--- src/rtl/qspi_pkg.sv ---
package qspi_pkg;

    localparam int QP_DATA_W = 16;
    localparam int QP_PTR_W  = 4;
    localparam int QP_CS_W   = 4;
    localparam int QP_CS_LSB = 8;
    localparam int QP_BAUD_W = 8;
    localparam int QP_WID_W  = 4;
    localparam int QP_CNT_W  = $clog2(QP_DATA_W) + 1;
    localparam int QP_NRGN   = 3;

    localparam logic [2:0] SEL_MODE  = 3'd0;
    localparam logic [2:0] SEL_CTRL  = 3'd1;
    localparam logic [2:0] SEL_STAT  = 3'd2;
    localparam logic [2:0] SEL_WRAP  = 3'd3;
    localparam logic [2:0] SEL_RADDR = 3'd4;
    localparam logic [2:0] SEL_RDATA = 3'd5;

    localparam logic [1:0] RGN_TX  = 2'd0;
    localparam logic [1:0] RGN_RX  = 2'd1;
    localparam logic [1:0] RGN_CMD = 2'd2;

    typedef enum logic [1:0] {
        ENG_IDLE  = 2'd0,
        ENG_LOAD  = 2'd1,
        ENG_SHIFT = 2'd2,
        ENG_STORE = 2'd3
    } eng_state_e;

    typedef struct packed {
        logic [QP_WID_W-1:0]  width;
        logic [QP_BAUD_W-1:0] baud;
    } mode_t;

    typedef struct packed {
        logic [QP_PTR_W-1:0] last;
        logic [QP_PTR_W-1:0] first;
    } wrap_t;

    function automatic logic [QP_CNT_W-1:0] bits_of(input logic [QP_WID_W-1:0] f);
        if (f == '0) return QP_CNT_W'(QP_DATA_W);
        return QP_CNT_W'(f);
    endfunction

    function automatic logic [QP_DATA_W-1:0] low_mask(input logic [QP_CNT_W-1:0] n);
        logic [QP_DATA_W-1:0] m;
        m = '0;
        for (int i = 0; i < QP_DATA_W; i++) begin
            if (i < int'(n)) m[i] = 1'b1;
        end
        return m;
    endfunction

    function automatic logic [QP_DATA_W-1:0] align_msb(input logic [QP_DATA_W-1:0] w,
                                                       input logic [QP_CNT_W-1:0] n);
        return w << (QP_DATA_W - int'(n));
    endfunction

endpackage

--- src/rtl/qspi_ram.sv ---
module qspi_ram #(
    parameter int DW = 16,
    parameter int AW = 4
) (
    input  logic          clk,
    input  logic          we,
    input  logic [AW-1:0] waddr,
    input  logic [DW-1:0] wdata,
    input  logic [AW-1:0] raddr_a,
    input  logic [AW-1:0] raddr_b,
    output logic [DW-1:0] rdata_a,
    output logic [DW-1:0] rdata_b
);
    localparam int DEPTH = 1 << AW;

    logic [DW-1:0] mem [DEPTH];

    always_ff @(posedge clk) begin
        if (we) mem[waddr] <= wdata;
    end

    assign rdata_a = mem[raddr_a];
    assign rdata_b = mem[raddr_b];
endmodule

--- src/rtl/qspi_baud.sv ---
module qspi_baud #(
    parameter int W = 8
) (
    input  logic         clk,
    input  logic         rst,
    input  logic         run,
    input  logic [W-1:0] div,
    output logic         tick
);
    logic [W-1:0] cnt;
    logic [W-1:0] lim;

    assign lim  = (div == '0) ? '0 : div - 1'b1;
    assign tick = run && (cnt == lim);

    always_ff @(posedge clk) begin
        if (rst || !run) cnt <= '0;
        else if (tick)   cnt <= '0;
        else             cnt <= cnt + 1'b1;
    end
endmodule

--- src/rtl/qspi_engine.sv ---
module qspi_engine
    import qspi_pkg::*;
#(
    parameter int DW  = QP_DATA_W,
    parameter int PW  = QP_PTR_W,
    parameter int CSW = QP_CS_W,
    parameter int CSL = QP_CS_LSB,
    parameter int CW  = QP_CNT_W
) (
    input  logic           clk,
    input  logic           rst,
    input  logic           start,
    input  logic [PW-1:0]  first_ptr,
    input  logic [PW-1:0]  last_ptr,
    input  logic [CW-1:0]  nbits,
    input  logic           tick,
    input  logic [DW-1:0]  tx_word,
    input  logic [DW-1:0]  cmd_word,
    input  logic           miso,
    output logic [PW-1:0]  ptr,
    output logic           rx_we,
    output logic [DW-1:0]  rx_wdata,
    output logic           busy,
    output logic           run,
    output logic           done_pulse,
    output logic           sck,
    output logic           mosi,
    output logic [CSW-1:0] cs_n
);
    localparam int HW = CW + 1;

    eng_state_e     state;
    logic [PW-1:0]  last_q;
    logic [CW-1:0]  n_q;
    logic [HW-1:0]  half;
    logic [DW-1:0]  tx_sh;
    logic [DW-1:0]  rx_sh;
    logic [DW-1:0]  load_word;
    logic           final_half;
    logic           at_last;

    assign load_word  = align_msb(tx_word, nbits);
    assign final_half = (half == {n_q, 1'b0});
    assign at_last    = (ptr == last_q);

    always_ff @(posedge clk) begin
        if (rst) begin
            state  <= ENG_IDLE;
            ptr    <= '0;
            last_q <= '0;
            n_q    <= '0;
            half   <= '0;
            tx_sh  <= '0;
            rx_sh  <= '0;
            sck    <= 1'b0;
            mosi   <= 1'b0;
            cs_n   <= '1;
        end else begin
            unique case (state)
                ENG_IDLE: begin
                    if (start) begin
                        ptr    <= first_ptr;
                        last_q <= last_ptr;
                        state  <= ENG_LOAD;
                    end
                end
                ENG_LOAD: begin
                    n_q   <= nbits;
                    tx_sh <= load_word;
                    mosi  <= load_word[DW-1];
                    rx_sh <= '0;
                    half  <= '0;
                    sck   <= 1'b0;
                    cs_n  <= cmd_word[CSL +: CSW];
                    state <= ENG_SHIFT;
                end
                ENG_SHIFT: begin
                    if (tick) begin
                        if (final_half) begin
                            state <= ENG_STORE;
                        end else begin
                            half <= half + 1'b1;
                            if (!half[0]) begin
                                sck   <= 1'b1;
                                rx_sh <= {rx_sh[DW-2:0], miso};
                            end else begin
                                sck   <= 1'b0;
                                tx_sh <= tx_sh << 1;
                                mosi  <= tx_sh[DW-2];
                            end
                        end
                    end
                end
                ENG_STORE: begin
                    if (at_last) begin
                        state <= ENG_IDLE;
                        cs_n  <= '1;
                        mosi  <= 1'b0;
                    end else begin
                        ptr   <= ptr + 1'b1;
                        state <= ENG_LOAD;
                    end
                end
                default: state <= ENG_IDLE;
            endcase
        end
    end

    always_comb begin
        busy       = (state != ENG_IDLE);
        run        = (state == ENG_SHIFT);
        rx_we      = (state == ENG_STORE);
        rx_wdata   = rx_sh & low_mask(n_q);
        done_pulse = (state == ENG_STORE) && at_last;
    end
endmodule

--- src/rtl/qspi_master.sv ---
module qspi_master
    import qspi_pkg::*;
(
    input  logic                 clk,
    input  logic                 rst,
    input  logic [2:0]           host_sel,
    input  logic                 host_wr,
    input  logic                 host_rd,
    input  logic [QP_DATA_W-1:0] host_wdata,
    output logic [QP_DATA_W-1:0] host_rdata,
    output logic                 irq,
    output logic                 sck,
    output logic                 mosi,
    input  logic                 miso,
    output logic [QP_CS_W-1:0]   cs_n
);
    localparam int DW = QP_DATA_W;
    localparam int PW = QP_PTR_W;
    localparam int AW = PW + 2;

    mode_t          mode_q;
    wrap_t          wrap_q;
    logic [AW-1:0]  raddr_q;
    logic           done_q;
    logic           ie_q;

    logic           eng_busy;
    logic           eng_run;
    logic           eng_done;
    logic           eng_rx_we;
    logic [DW-1:0]  eng_rx_wdata;
    logic [PW-1:0]  eng_ptr;
    logic           baud_tick;
    logic           start;

    logic           wr_mode, wr_ctrl, wr_stat, wr_wrap, wr_raddr, data_wr, data_acc;
    logic [1:0]     rgn;
    logic [DW-1:0]  rgn_host_rd [QP_NRGN];
    logic [DW-1:0]  rgn_eng_rd  [QP_NRGN];

    assign rgn      = raddr_q[AW-1 -: 2];
    assign wr_mode  = host_wr && (host_sel == SEL_MODE);
    assign wr_ctrl  = host_wr && (host_sel == SEL_CTRL);
    assign wr_stat  = host_wr && (host_sel == SEL_STAT);
    assign wr_wrap  = host_wr && (host_sel == SEL_WRAP);
    assign wr_raddr = host_wr && (host_sel == SEL_RADDR);
    assign data_wr  = host_wr && (host_sel == SEL_RDATA);
    assign data_acc = (host_wr || host_rd) && (host_sel == SEL_RDATA);
    assign start    = wr_ctrl && host_wdata[0] && !eng_busy;

    always_ff @(posedge clk) begin
        if (rst) begin
            mode_q  <= '0;
            wrap_q  <= '0;
            raddr_q <= '0;
            done_q  <= 1'b0;
            ie_q    <= 1'b0;
        end else begin
            if (wr_mode) begin
                mode_q.width <= host_wdata[10 +: QP_WID_W];
                mode_q.baud  <= host_wdata[0 +: QP_BAUD_W];
            end
            if (wr_wrap) begin
                wrap_q.last  <= host_wdata[8 +: PW];
                wrap_q.first <= host_wdata[0 +: PW];
            end
            if (wr_raddr)      raddr_q <= host_wdata[AW-1:0];
            else if (data_acc) raddr_q <= raddr_q + 1'b1;
            if (wr_stat) ie_q <= host_wdata[8];
            if (eng_done)                       done_q <= 1'b1;
            else if (wr_stat && host_wdata[0])  done_q <= 1'b0;
        end
    end

    assign irq = done_q && ie_q;

    for (genvar g = 0; g < QP_NRGN; g++) begin : g_rgn
        if (g == int'(RGN_RX)) begin : g_rx
            qspi_ram #(.DW(DW), .AW(PW)) u_ram (
                .clk     (clk),
                .we      (eng_rx_we),
                .waddr   (eng_ptr),
                .wdata   (eng_rx_wdata),
                .raddr_a (raddr_q[PW-1:0]),
                .raddr_b (eng_ptr),
                .rdata_a (rgn_host_rd[g]),
                .rdata_b (rgn_eng_rd[g])
            );
        end else begin : g_host
            qspi_ram #(.DW(DW), .AW(PW)) u_ram (
                .clk     (clk),
                .we      (data_wr && (rgn == 2'(g))),
                .waddr   (raddr_q[PW-1:0]),
                .wdata   (host_wdata),
                .raddr_a (raddr_q[PW-1:0]),
                .raddr_b (eng_ptr),
                .rdata_a (rgn_host_rd[g]),
                .rdata_b (rgn_eng_rd[g])
            );
        end
    end

    qspi_baud #(.W(QP_BAUD_W)) u_baud (
        .clk  (clk),
        .rst  (rst),
        .run  (eng_run),
        .div  (mode_q.baud),
        .tick (baud_tick)
    );

    qspi_engine u_eng (
        .clk        (clk),
        .rst        (rst),
        .start      (start),
        .first_ptr  (wrap_q.first),
        .last_ptr   (wrap_q.last),
        .nbits      (bits_of(mode_q.width)),
        .tick       (baud_tick),
        .tx_word    (rgn_eng_rd[RGN_TX]),
        .cmd_word   (rgn_eng_rd[RGN_CMD]),
        .miso       (miso),
        .ptr        (eng_ptr),
        .rx_we      (eng_rx_we),
        .rx_wdata   (eng_rx_wdata),
        .busy       (eng_busy),
        .run        (eng_run),
        .done_pulse (eng_done),
        .sck        (sck),
        .mosi       (mosi),
        .cs_n       (cs_n)
    );

    always_comb begin
        host_rdata = '0;
        unique case (host_sel)
            SEL_MODE:  host_rdata = {2'b00, mode_q.width, 2'b00, mode_q.baud};
            SEL_CTRL:  host_rdata = DW'(eng_busy);
            SEL_STAT:  host_rdata = {7'b0, ie_q, 7'b0, done_q};
            SEL_WRAP:  host_rdata = {4'b0, wrap_q.last, 4'b0, wrap_q.first};
            SEL_RADDR: host_rdata = DW'(raddr_q);
            SEL_RDATA: host_rdata = (rgn == 2'd3) ? '0 : rgn_host_rd[rgn];
            default:   host_rdata = '0;
        endcase
    end
endmodule

--- config.mk ---
export PLATFORM = sky130hd
export DESIGN_NAME = qspi_master
export DESIGN_NICKNAME = d
export VERILOG_FILES = /design/src/rtl/qspi_pkg.sv /design/src/rtl/qspi_ram.sv /design/src/rtl/qspi_baud.sv /design/src/rtl/qspi_engine.sv /design/src/rtl/qspi_master.sv
export SDC_FILE = /design/constraint.sdc
export NUM_CORES = 1
export LEC_CHECK = 0
export ABC_CLOCK_PERIOD_IN_PS = 3500
export BUFFER_PORTS_ARGS = -buffer_cell sky130_fd_sc_hd__buf_4
export CAP_MARGIN = 10
export CORE_MARGIN = 5
export CORE_UTILIZATION = 55
export CTS_CLUSTER_SIZE = 16
export DETAILED_ROUTE_END_ITERATION = 6
export PLACE_DENSITY = 0.77
export RECOVER_POWER = 100
export SETUP_SLACK_MARGIN = 0.5
export SYNTH_ARGS = -nofsm -noshare
export SYNTH_HDL_FRONTEND = slang
export SYNTH_SLANG_ARGS = --single-unit
--- constraint.sdc ---
create_clock -name clk -period 3.5 [get_ports clk]
set_input_delay 0.175 -clock clk [delete_from_list [all_inputs] [get_ports clk]]
set_output_delay 0.175 -clock clk [all_outputs]
set_load 0.02 [all_outputs]
Yosys cells after proc, flatten, opt, wreduce, memory -nomap -nowiden:

Memory sizes are Yosys's and may differ from the RTL's. A register that Yosys moved wholly into a read port is not among the register bits.
Cells that the tools add are included.

* register bits: 94
* bits in writable memories: 768
* input port bits: 24
* output and inout port bits: 23
* logic and storage cells: 183
* memories kept: 3

Memory list
* g_rgn[0].g_host.u_ram.mem: words 16, bits a word 16, read ports 2, clocked after Yosys merged registers in 2, write ports 1, line qspi_ram.sv:16 `logic [DW-1:0] mem [DEPTH];`
* g_rgn[1].g_rx.u_ram.mem: words 16, bits a word 16, read ports 1, clocked after Yosys merged registers in 1, write ports 1, line qspi_ram.sv:16
* g_rgn[2].g_host.u_ram.mem: words 16, bits a word 16, read ports 2, clocked after Yosys merged registers in 2, write ports 1, line qspi_ram.sv:16

* add/subtract/negate cells: 6
* $lt $le $gt $ge: 17
* equality and inequality tests: 21
* shifts and indexed selects: 1
* muxes and demuxes: 75
* bitwise operators: 2
* reduce and logical (&&, ||, !) cells: 40

Operators by type and width (number)
* $mux W16: 6
* $pmux W16 S6: 1
* $mux W4: 13
* $mux W15: 3
* $lt A4 B5 Y1 const A: 8
* $mux W1: 33
* $bmux W16 S2: 1
* $pmux W16 S2: 1
* $shl A16 B32 Y16: 1
* $pmux W15 S2: 1
* $mux W6: 4
* $lt A3 B5 Y1 const A: 4
* $and A16 B16 Y16: 1
* $pmux W4 S2: 2
* $logic_and A1 B1 Y1: 15
* $add A6 B1 Y6 const B: 2
* $pmux W6 S2: 1
* $reduce_bool A2 Y1: 6
* $lt A1 B5 Y1 const A: 2
* $lt A2 B5 Y1 const A: 2
* $mux W5: 2
* $ne A2 B2 Y1 const B: 5
* $reduce_and A3 Y1: 3
* $add A8 B1 Y8 const B: 1
* 30 further kinds: 44

Depth between registers and ports, before layout:

Gate-level depths: netlist of the first run.

* depth after elaboration: 8
* depth in mapped cells: 12
* gate-level depth less buffers: 9

By module:

From an unflattened synthesis of the first run, not the netlist that was laid out.

* cells, all modules: 2460
* area total of the unflattened synthesis: 41359.7 sq um

Modules (own cells, without submodules)
* qspi_ram (g_rgn[2].g_host.u_ram): instances 1, cells each 553, area an instance 11728.7 sq um, seq. area each 7687.4 sq um
* qspi_ram (g_rgn[1].g_rx.u_ram): instances 1, cells each 553, area an instance 11695.0 sq um, seq. area each 7687.4 sq um
* qspi_ram (g_rgn[0].g_host.u_ram): instances 1, cells each 553, area an instance 11663.7 sq um, seq. area each 7687.4 sq um
* qspi_engine: instances 1, cells each 451, area an instance 3639.7 sq um, seq. area each 1141.1 sq um
* qspi_master: instances 1, cells each 261, area an instance 1938.1 sq um, seq. area each 560.5 sq um
* qspi_baud: instances 1, cells each 89, area an instance 694.4 sq um, seq. area each 160.2 sq um

Worst setup path after synthesis of the first run:

OpenSTA, ideal clock, no wires.

* path kind: register to output
* start point: register (tool-made name)
* end point: output host_rdata[0]
* data arrival time: 2.917 ns
* required time: 3.325 ns
* setup slack: 0.408 ns
* cell stages (with the launch flop): 10
* path buffers: 3
* path through: dfxtp_1 > clkbuf_1 > clkbuf_1 > buf_1 > mux4_2 > mux4_2 > a21oi_1 > o21ai_0 > o211ai_1 > o21ai_0

RTL lines
* end, declared: line qspi_master.sv:10 `output logic [QP_DATA_W-1:0] host_rdata,`

==> flow_metrics.py, run 1 <==
metrics = {
    "clock_network": {
        "clk_pin_slew_ns": 0.06,
        "clock_latency_ns": 0.66,
        "cts_max_path_buffers": 3,
        "cts-buffers-inserted": 86,
        "root_buffer": "clkbuf_16",
        "cts_max_level": 3,
        "numClockSinks": 869,
        "cts_tree": "yes",
    },
    "sta": {
        "fin_ws_ns": -0.145,
        "tns_ns": -1.12,
        "slew_headroom_pct": -23.0,
        "hold_viol": 0,
        "period_share_pct": 104,
        "fin_skew_ns": 0.0343,
        "slew_viol_final": 599,
        "tightest_slew_ns": 1.84,
        "max_freq_ghz": 0.274,
        "rsz0062_at_grt": "true",
        "period_needed_ns": 3.64,
        "setup_viol": 17,
    },
    "finish": {
        "fin_nets": 2299,
        "areaGrowthSynthToFinish_pct": 14.7,
        "stdcell_count": 3260,
        "fillers": 4537,
        "regArea_mm2": 0.0251,
        "multiInputGateArea_mm2": 0.0124,
        "drive_gt1_share_pct": 28.5,
    },
    "pwr": {
        "p_total_uw": 21900,
        "power_density_mw_per_mm2": 502,
        "leakage_uw": 0.0140,
        "irDropWorstVdd_v": 0.000337,
    },
    "setup_path": {
        "cp_max_fo": 5,
        "crit_path_end_kind": "primary output",
        "r2r-end": "u_eng.tx_sh[5]",
        "ff2ff_setup_slack_ns": -0.02,
        "reg2reg_depth": 8,
        "crit_path_end": "host_rdata[13]",
        "start_kind": "flip-flop",
        "cp.arrival_ns": 3.47,
        "worstPathRequired_ns": 3.32,
        "crit_type": "reg -> out",
    },
    "placed_design": {
        "dpl.cell_count": 3043,
        "hpwl_mm": 60.4,
        "finalWeightedCongestion": 0.939,
        "pre_cts_ws_ns": 0.262,
        "io_buffers": 46,
    },
    "yosys": {
        "synth_cell_types": 75,
        "yosysMostFrequentCell": "edfxtp_1",
        "synthTopCellsByCount": "edfxtp_1 (768), mux4_2 (332), nand2_1 (114)",
        "yosys_warnings": 0,
        "synth-async-reset-ratio_pct": 0,
        "synth_edf_count": 768,
        "syn_inst": 2097,
        "ys_seq_area_share_pct": 66.0,
        "syn-num-nets": 2139,
        "yosys.area.top_type": "edfxtp_1",
        "syn_area_per_cell_um2": 18.1,
        "yosysTopAreaCellShare_pct": 60.7,
        "ys.flop_type": "edfxtp_1",
        "syn_area_mm2": 0.0380,
        "synth-seq-cells": 869,
        "ys_top_cells_by_area": "edfxtp_1 (61%), mux4_2 (20%), dfxtp_1 (5.3%)",
    },
    "outcome": {
        "violations": "design-rule violations, max-capacitance violations, max-slew violations, negative setup slack",
        "outcome": "finished with violations",
    },
    "drt": {
        "via_per_inst": 6.80,
        "drtIter0Drc": 3750,
        "vias": 22200,
        "routed_wl_mm": 103,
        "drc": 5,
        "wl_per_cell_um": 31.5,
        "antenna_left": 0,
        "first_pass_iters": 7,
    },
    "hold_path": {
        "hold_depth": 2,
        "hold_class": "in -> reg",
    },
    "floorplan": {
        "io_pins": 47,
        "core-area_mm2": 0.0686,
        "start_util_pct": 55.4,
        "row_count": 96,
        "die_height_um": 273,
        "dieArea_mm2": 0.0745,
        "die_x_um": 273,
    },
    "global_routing": {
        "grt_pass1_wl_mm": 151,
        "grt_max_degree": 74,
        "antenna_found_initial": 4,
        "grt-ovfl-total": 0,
        "grt_pass1_vias": 22200,
        "grt_use_total_pct": 27.6,
    },
    "flow_run": {
        "cap_viol_max_count": 21,
    },
}
## per-stage QoR
stage          hold WS, ns  utilization (%)  cell area [µm²]
6_report            0.0984             63.6            43600
5_1_grt              0.102             63.6            43600
4_1_cts             0.0631             63.9            43800
3_5_place_dp         0.455             58.5            40100
3_3_place_gp         0.445             58.5            40100
2_1_floorplan        0.274                -            38000
## power breakdown
| group | internal, µW | switching (µW) | leakage (µW) |
|---|---|---|---|
| clock | 5460 | 3970 | 0.00141 |
| combinational | 518 | 672 | 0.00448 |
| sequential | 11200 | 39.1 | 0.00812 |
## cells in the final DEF (no fill, tap or decap), drive strengths merged, types with 15 or more instances in the layout
cell type    count
and2            31
mux2            26
o21ai           36
ha              18
a22o            22
edfxtp         768
clkinv          41
nor3            15
nand2b          15
mux2i           67
nand2          114
xor2            18
dlygate4sd3     17
dfxtp          101
buf            104
nor2b           18
nor2            99
a21oi           53
clkbuf         184
mux4           332
nand3           23
inv             34
## sequential cells by signal, summed over array words and instances (netlist names), 5 cells and up, named ones only
register / cells
u_eng.tx_sh: 15
u_eng.rx_sh: 16
g_rgn.g_rx.u_ram.mem: 256
u_eng.n_q: 5
u_baud.cnt: 8
wrap_q: 8
raddr_q: 6
u_eng.half: 6
g_rgn.g_host.u_ram.mem: 512
mode_q: 12
## worst max-delay path: stages, from the launching register on
cell and delay (ns):
dfxtp_4 0.41, buf_8 0.15, buf_16 0.15, buf_4 0.13, mux4_2 0.52, mux4_2 0.55, mux2i_4 0.29, o21ai_1 0.12
a22oi_1 0.24, nor2_1 0.08, buf_4 0.16
## area by class of cell
class | count | area share [%]
diodes | 2 | 0.0115
flip-flops and latches | 869 | 57.6
inverters | 32 | 0.275
multi-input cells | 1059 | 28.4
clock inverters | 56 | 1.47
clock buffers | 102 | 5.10
repair buffers | 209 | 4.47
well taps | 931 | 2.67
## routing by layer
layer / global-route usage (%) / share of wire [%] / wire length (µm) / vias up
li1: - / - / - / 8973
met1: 38.7 / 36 / 36900 / 11400
met2: 43.3 / 48 / 48800 / 1595
met3: 6.73 / 13 / 13000 / 231
met4: 9.79 / 3.8 / 3850 / 4
met5: 0 / 0.026 / 27 / -
## cells by family after synthesis
| kind of cell | synth area share (%) |
|---|---|
| buf+inv | 1.83 |
| fa+ha+maj | 0.593 |
| mux | 22.2 |
| flops | 66.0 |
| xor+xnor | 0.530 |
| compound gates | 4.08 |
| simple gates | 4.76 |
## worst min path at each step
stage                         start                         endpoint  slack, ns
global placement               miso                   u_eng.rx_sh[0]       0.44
CTS                             rst                     u_eng.n_q[0]       0.06
detailed placement  u_eng.rx_sh[15]                  u_eng.rx_sh[15]       0.45
floorplan             host_wdata[0]  g_rgn[0].g_host.u_ram.mem[0][0]       0.27
global route                    rst                     u_eng.n_q[2]       0.10
finish                          rst                     u_eng.n_q[0]        0.1
## what timing repair did
action,CTS,global route
buffers inserted,13,10
setup endpoints to repair,42,53
cloned,12,3
pin swaps,5,9
gates resized for setup,53,30
hold endpoints to repair,526,0
hold buffers,17,0
Note: power is estimated with default switching activity, not from simulation.
==> inputs of run 2 (changes only) <==
Settings changed: CORE_UTILIZATION 55 to 25, PLACE_DENSITY 0.77 to 0.45.
==> flow_metrics.py, run 2 (same netlist as run 1, synthesis figures left out) <==
metrics = {
    "placed_design": {
        "io_buffers": 46,
        "placed_cell_area_mm2": 0.0416,
        "hpwl_mm": 73.3,
        "finalWeightedCongestion": 0.840,
        "pre_cts_ws_ns": 0.310,
    },
    "floorplan": {
        "die_height_um": 400,
        "core-area_mm2": 0.152,
        "row_count": 143,
        "start_util_pct": 25.1,
        "dieArea_mm2": 0.160,
        "io_pins": 47,
        "die_x_um": 400,
    },
    "clock_network": {
        "cts-buffers-inserted": 97,
        "clock_latency_ns": 0.71,
        "cts_max_level": 3,
        "cts_tree": "yes",
        "root_buffer": "clkbuf_16",
        "numClockSinks": 869,
        "cts_max_path_buffers": 3,
        "clk_pin_slew_ns": 0.06,
    },
    "finish": {
        "drive_gt1_share_pct": 33.5,
        "regMostFlops": "g_rgn.g_host.u_ram.mem",
        "final_area_mm2": 0.0462,
        "final_common_cell": "edfxtp_1",
        "fin_nets": 2356,
        "largest_reg_flops": 512,
        "areaGrowthSynthToFinish_pct": 21.6,
        "largest_registers": "g_rgn.g_host.u_ram.mem x512, g_rgn.g_rx.u_ram.mem x256, u_eng.rx_sh x16",
        "postLayoutCoreUtil_pct": 30.5,
        "final_cell_mix": "edfxtp_1 (768), mux4_2 (332), buf_4 (134)",
    },
    "setup_path": {
        "worstPathRequired_ns": 3.32,
        "cp.arrival_ns": 3.49,
        "crit_type": "reg -> out",
        "crit_path_end_kind": "primary output",
        "cp_max_fo": 5,
        "start_kind": "flip-flop",
    },
    "sta": {
        "whs_ns": 0.0840,
        "slew_headroom_pct": -31.8,
        "tightest_slew_ns": 1.98,
        "rsz0062_at_grt": "true",
        "fin_skew_ns": 0.0270,
        "slew_viol_final": 485,
        "setup_viol": 14,
        "tns_ns": -1.45,
        "max_freq_ghz": 0.273,
        "fin_ws_ns": -0.164,
        "period_needed_ns": 3.66,
        "hold_viol": 0,
        "period_share_pct": 105,
    },
    "drt": {
        "antenna_left": 0,
        "routed_wl_mm": 117,
        "wl_per_cell_um": 26.4,
        "via_per_inst": 4.90,
        "vias": 21700,
        "first_pass_iters": 5,
        "drc": 0,
        "drtIter0Drc": 2200,
    },
    "pwr": {
        "leakage_uw": 0.0146,
        "irDropWorstVdd_v": 0.000408,
        "power_density_mw_per_mm2": 495,
    },
    "hold_path": {
        "hold_class": "in -> reg",
    },
    "global_routing": {
        "grt_pass1_vias": 22300,
        "grt_max_degree": 74,
        "grt_use_total_pct": 14.4,
        "grt_pass1_wl_mm": 166,
        "grt-ovfl-total": 0,
        "antenna_found_initial": 9,
    },
    "outcome": {
        "violations": "max-capacitance violations, max-slew violations, negative setup slack",
        "outcome": "finished with violations",
    },
    "flow_run": {
        "cap_viol_max_count": 14,
    },
}
[run 2: changes by cell type in the layout (fill, tap and decap cells not counted), moves of 6 or more]
cell       delta
and2_1        +6
and2_0        -8
clkbuf_1     -41
clkbuf_2     -10
nor2_2       +17
clkinv_1      +6
buf_4        +67
nor2_1       -17
buf_12       +20
clkbuf_16    +13
buf_6        +13
[run 2: routing by layer]
metal	track usage [%]	vias up	part of all wire, %
li1	-	9111	-
met1	20.8	11700	46
met2	22.9	713	46
met3	2.46	153	5.9
met4	3.26	0	2.0
met5	0	-	0
[run 2: repair_timing]
item / 4_1_cts / 5_1_grt
gates resized for setup: 97 / 38
setup endpoints to repair: 51 / 49
pin swaps: 13 / 12
setup buffers: 31 / 21
hold buffers: 17 / 0
endpoints found under the hold margin: 510 / 0
cloned: 9 / 4
[run 2: per-stage QoR]
step,total power [µW],std cells
2_1_floorplan,12100,2097
3_3_place_gp,12600,4162
3_5_place_dp,12600,4162
4_1_cts,23100,4396
5_1_grt,23700,4423
6_report,22900,4426
[run 2: area by class of cell]
type / instances / area (µm²)
flip-flops and latches: 869 / 25100
diodes: 4 / 10.0
multi-input cells: 1059 / 12500
inverters: 32 / 120
clock inverters: 66 / 708
clock buffers: 111 / 2490
well taps: 2030 / 2540
repair buffers: 255 / 2740
fillers: 14700 / 105000
[run 2: final timing paths]
kind	start	end	slack [ns]	cells after the start
max	flip-flop	host_rdata[0]	-0.16	10
min	rst	u_eng.tx_sh[6]	0.08	2
max reg2reg	mode_q[8]	u_eng.tx_sh[14]	0.51	9
min reg2reg	u_eng.tx_sh[0]	u_eng.tx_sh[0]	0.47	2
[run 2: report_power, final]
group          switching (µW)  internal [µW]
combinational             717            586
sequential               36.2          11200
clock                    4240           6060
[run 2: worst max-delay path, stage by stage, from the launching register on]
cell and delay, ns:
dfxtp_4 0.39, buf_6 0.17, buf_16 0.13, buf_4 0.11, mux4_2 0.48, mux4_2 0.61
a21oi_2 0.19, o21ai_1 0.09, o211ai_1 0.25, o21ai_2 0.18, buf_6 0.18
==> inputs of run 3 (changes only) <==
Settings changed: ABC_AREA set to 1, CORE_MARGIN 5 to 2, MAX_ROUTING_LAYER set to met4.
==> flow_metrics.py, run 3 <==
metrics = {
    "outcome": {
        "outcome": "finished with violations",
        "violations": "max-capacitance violations, max-slew violations",
    },
    "placed_design": {
        "placed_cell_area_mm2": 0.0424,
        "hpwl_mm": 81.1,
        "finalWeightedCongestion": 0.854,
        "dpl.cell_count": 5758,
        "pre_cts_ws_ns": 0.439,
        "io_buffers": 46,
    },
    "clock_network": {
        "cts_tree": "yes",
        "cts_max_level": 3,
        "numClockSinks": 869,
        "root_buffer": "clkbuf_16",
        "clock_latency_ns": 0.71,
        "cts_max_path_buffers": 3,
        "cts-buffers-inserted": 97,
        "clk_pin_slew_ns": 0.06,
    },
    "finish": {
        "fin_nets": 3915,
        "final_cell_mix": "edfxtp_1 (768), nand2_1 (501), o21ai_0 (488)",
        "largest_reg_flops": 512,
        "largest_registers": "g_rgn.g_host.u_ram.mem x512, g_rgn.g_rx.u_ram.mem x256, u_eng.rx_sh x16",
        "final_area_mm2": 0.0465,
        "areaGrowthSynthToFinish_pct": 19.1,
        "fillers": 16200,
        "multiInputGateArea_mm2": 0.0126,
        "stdcell_count": 6014,
        "regArea_mm2": 0.0251,
        "final_common_cell": "edfxtp_1",
        "regMostFlops": "g_rgn.g_host.u_ram.mem",
        "drive_gt1_share_pct": 11.3,
    },
    "sta": {
        "fin_ws_ns": 0.184,
        "hold_viol": 0,
        "max_freq_ghz": 0.302,
        "slew_headroom_pct": -46.9,
        "tightest_slew_ns": 2.20,
        "tns_ns": 0,
        "fin_skew_ns": 0.0284,
        "slew_viol_final": 808,
        "rsz0062_at_grt": "true",
        "period_share_pct": 94.7,
        "setup_viol": 0,
        "period_needed_ns": 3.32,
    },
    "yosys": {
        "syn_area_per_cell_um2": 10.3,
        "synth-seq-cells": 869,
        "synth-xor-area-share_pct": 0.493,
        "synth_cell_types": 43,
        "synth-simple-area-share_pct": 16.1,
        "yosys_warnings": 0,
        "synth_mux_area_share_pct": 0,
        "syn_area_mm2": 0.0391,
        "syn-num-nets": 3822,
        "synth-async-reset-ratio_pct": 0,
        "synth_edf_count": 768,
        "ys_top_cells_by_area": "edfxtp_1 (59%), o21ai_0 (6.7%), dfxtp_1 (5.2%)",
        "syn_inst": 3780,
        "synthAdderAreaFrac_pct": 0.577,
        "yosysTopAreaCellShare_pct": 59.1,
        "yosys.area.top_type": "edfxtp_1",
        "synthTopCellsByCount": "edfxtp_1 (768), nand2_1 (524), o21ai_0 (520)",
        "synth_top_family_by_area": "simple AND/OR/NAND/NOR gates",
        "ys_seq_area_share_pct": 64.2,
        "synth_compound_area_share_pct": 14.1,
        "yosysMostFrequentCell": "edfxtp_1",
        "ys.flop_type": "edfxtp_1",
    },
    "hold_path": {
        "hold_depth": 5,
        "whs_endpoint": "raddr_q[4]",
        "hp-start": "host_rd",
        "hold_class": "in -> reg",
    },
    "drt": {
        "via_per_inst": 5.07,
        "vias": 30500,
        "first_pass_iters": 7,
        "wl_per_cell_um": 24.1,
        "drtIter0Drc": 3089,
        "antenna_left": 0,
        "routed_wl_mm": 145,
        "drc": 0,
    },
    "setup_path": {
        "cp_max_fo": 16,
        "path_cells": "buf_12 -> inv_16 -> buf_16 -> buf_4 -> o21ai_1 -> o221ai_1 -> nand3_1 -> nand2_1 -> nand2_1 -> nand2_2 -> o21ai_1 -> nand4_1 -> clkbuf_1",
        "regToRegStartpoint": "raddr_q[5]",
        "reg2reg_depth": 6,
        "crit_type": "reg -> out",
        "cpMaxStageDelayCell": "dfxtp_4",
        "ff2ff_setup_slack_ns": 0.32,
        "crit_path_end_kind": "primary output",
        "cp.depth": 13,
        "critPathBufInv": 5,
        "worstPathRequired_ns": 3.32,
        "cp.arrival_ns": 3.14,
        "path_delay_family": "buffers and inverters",
        "r2r-end": "g_rgn[2].g_host.u_ram.mem[13][7]",
        "slowest_delay_ns": 0.37,
        "start_kind": "flip-flop",
    },
    "global_routing": {
        "grtUsageMet1_pct": 24.4,
        "top_usage_layer": "met2",
        "antenna_found_initial": 9,
        "grt_pass1_wl_mm": 208,
        "grt_pass1_vias": 29200,
        "grt_use_total_pct": 18.3,
        "grt_max_degree": 111,
        "met2_usage_pct": 28.8,
        "grt_util_met3_pct": 2.42,
        "grt-ovfl-total": 0,
    },
    "pwr": {
        "power_density_mw_per_mm2": 574,
        "irDropWorstVdd_v": 0.000388,
        "p_total_uw": 26700,
        "leakage_uw": 0.0152,
    },
    "floorplan": {
        "die_x_um": 399,
        "die_height_um": 399,
        "dieArea_mm2": 0.159,
        "io_pins": 47,
        "row_count": 145,
        "core-area_mm2": 0.156,
        "start_util_pct": 25.1,
    },
    "flow_run": {
        "cap_viol_max_count": 32,
    },
}
## run 3: power breakdown
part           internal (µW)  switching (µW)  leakage, µW  total [µW]
logic                   1520            3750      0.00633        5260
registers              11500             228      0.00745       11700
clock network           5410            4300      0.00144        9700
## run 3: logic make-up (layout without fill, tap and decap cells)
logic type / Yosys count / after routing
fa+ha+maj: 18 / 18
buf+inv: 440 / 611
simple gates: 1488 / 1488
compound gates: 943 / 943
flops: 869 / 869
other cells: 0 / 5
xor+xnor: 22 / 22
## run 3: worst min-delay path: cells and delay by family
family                 cells  cell delay (ns)
AND/OR/NAND/NOR            1             0.16
buffers and inverters      1             0.08
AO/OA/AOI/OAI              2             0.26
XOR/XNOR                   1             0.08
## run 3: worst max path at each step
| stage | endpoint | slack [ns] |
|---|---|---|
| 2_1_floorplan | g_rgn[0].g_host.u_ram.mem[12][0] | 0.91 |
| 3_3_place_gp | host_rdata[9] | 0.43 |
| 3_5_place_dp | host_rdata[9] | 0.44 |
| 4_1_cts | host_rdata[10] | 0.19 |
| 5_1_grt | host_rdata[10] | 0.09 |
| 6_report | host_rdata[2] | 0.18 |
## run 3: timing repair
item,in CTS,in global routing
resized for setup,116,31
hold buffers,26,0
pin swaps,30,14
hold endpoints to repair,550,0
buffers inserted,18,10
cloned,14,6
setup endpoints to repair,16,26
## run 3: final cells by class
class	instances	area share, %
Antenna cell	5	0.0269
Clock buffer	134	5.67
Clock inverter	43	0.667
Inverter	173	1.50
Multi-Input combinational cell	2471	27.0
Sequential cell	869	54.0
Tap cell	2058	5.54
Timing Repair Buffer	256	5.49
Timing Repair inverter	5	0.0996
## run 3: through the flow
step,hold WS (ns),utilization (%)
3_5_place_dp,0.445,27.2
6_report,0.0959,29.9
4_1_cts,0.0418,29.9
2_1_floorplan,0.274,-
3_3_place_gp,0.436,27.2
5_1_grt,0.121,29.9
## run 3: per-layer routing
metal  vias up  wire length, µm
li1      13800                -
met5         -                0
met1     15300            63800
met3       189             9320
met2      1170            67700
met4         0             4350
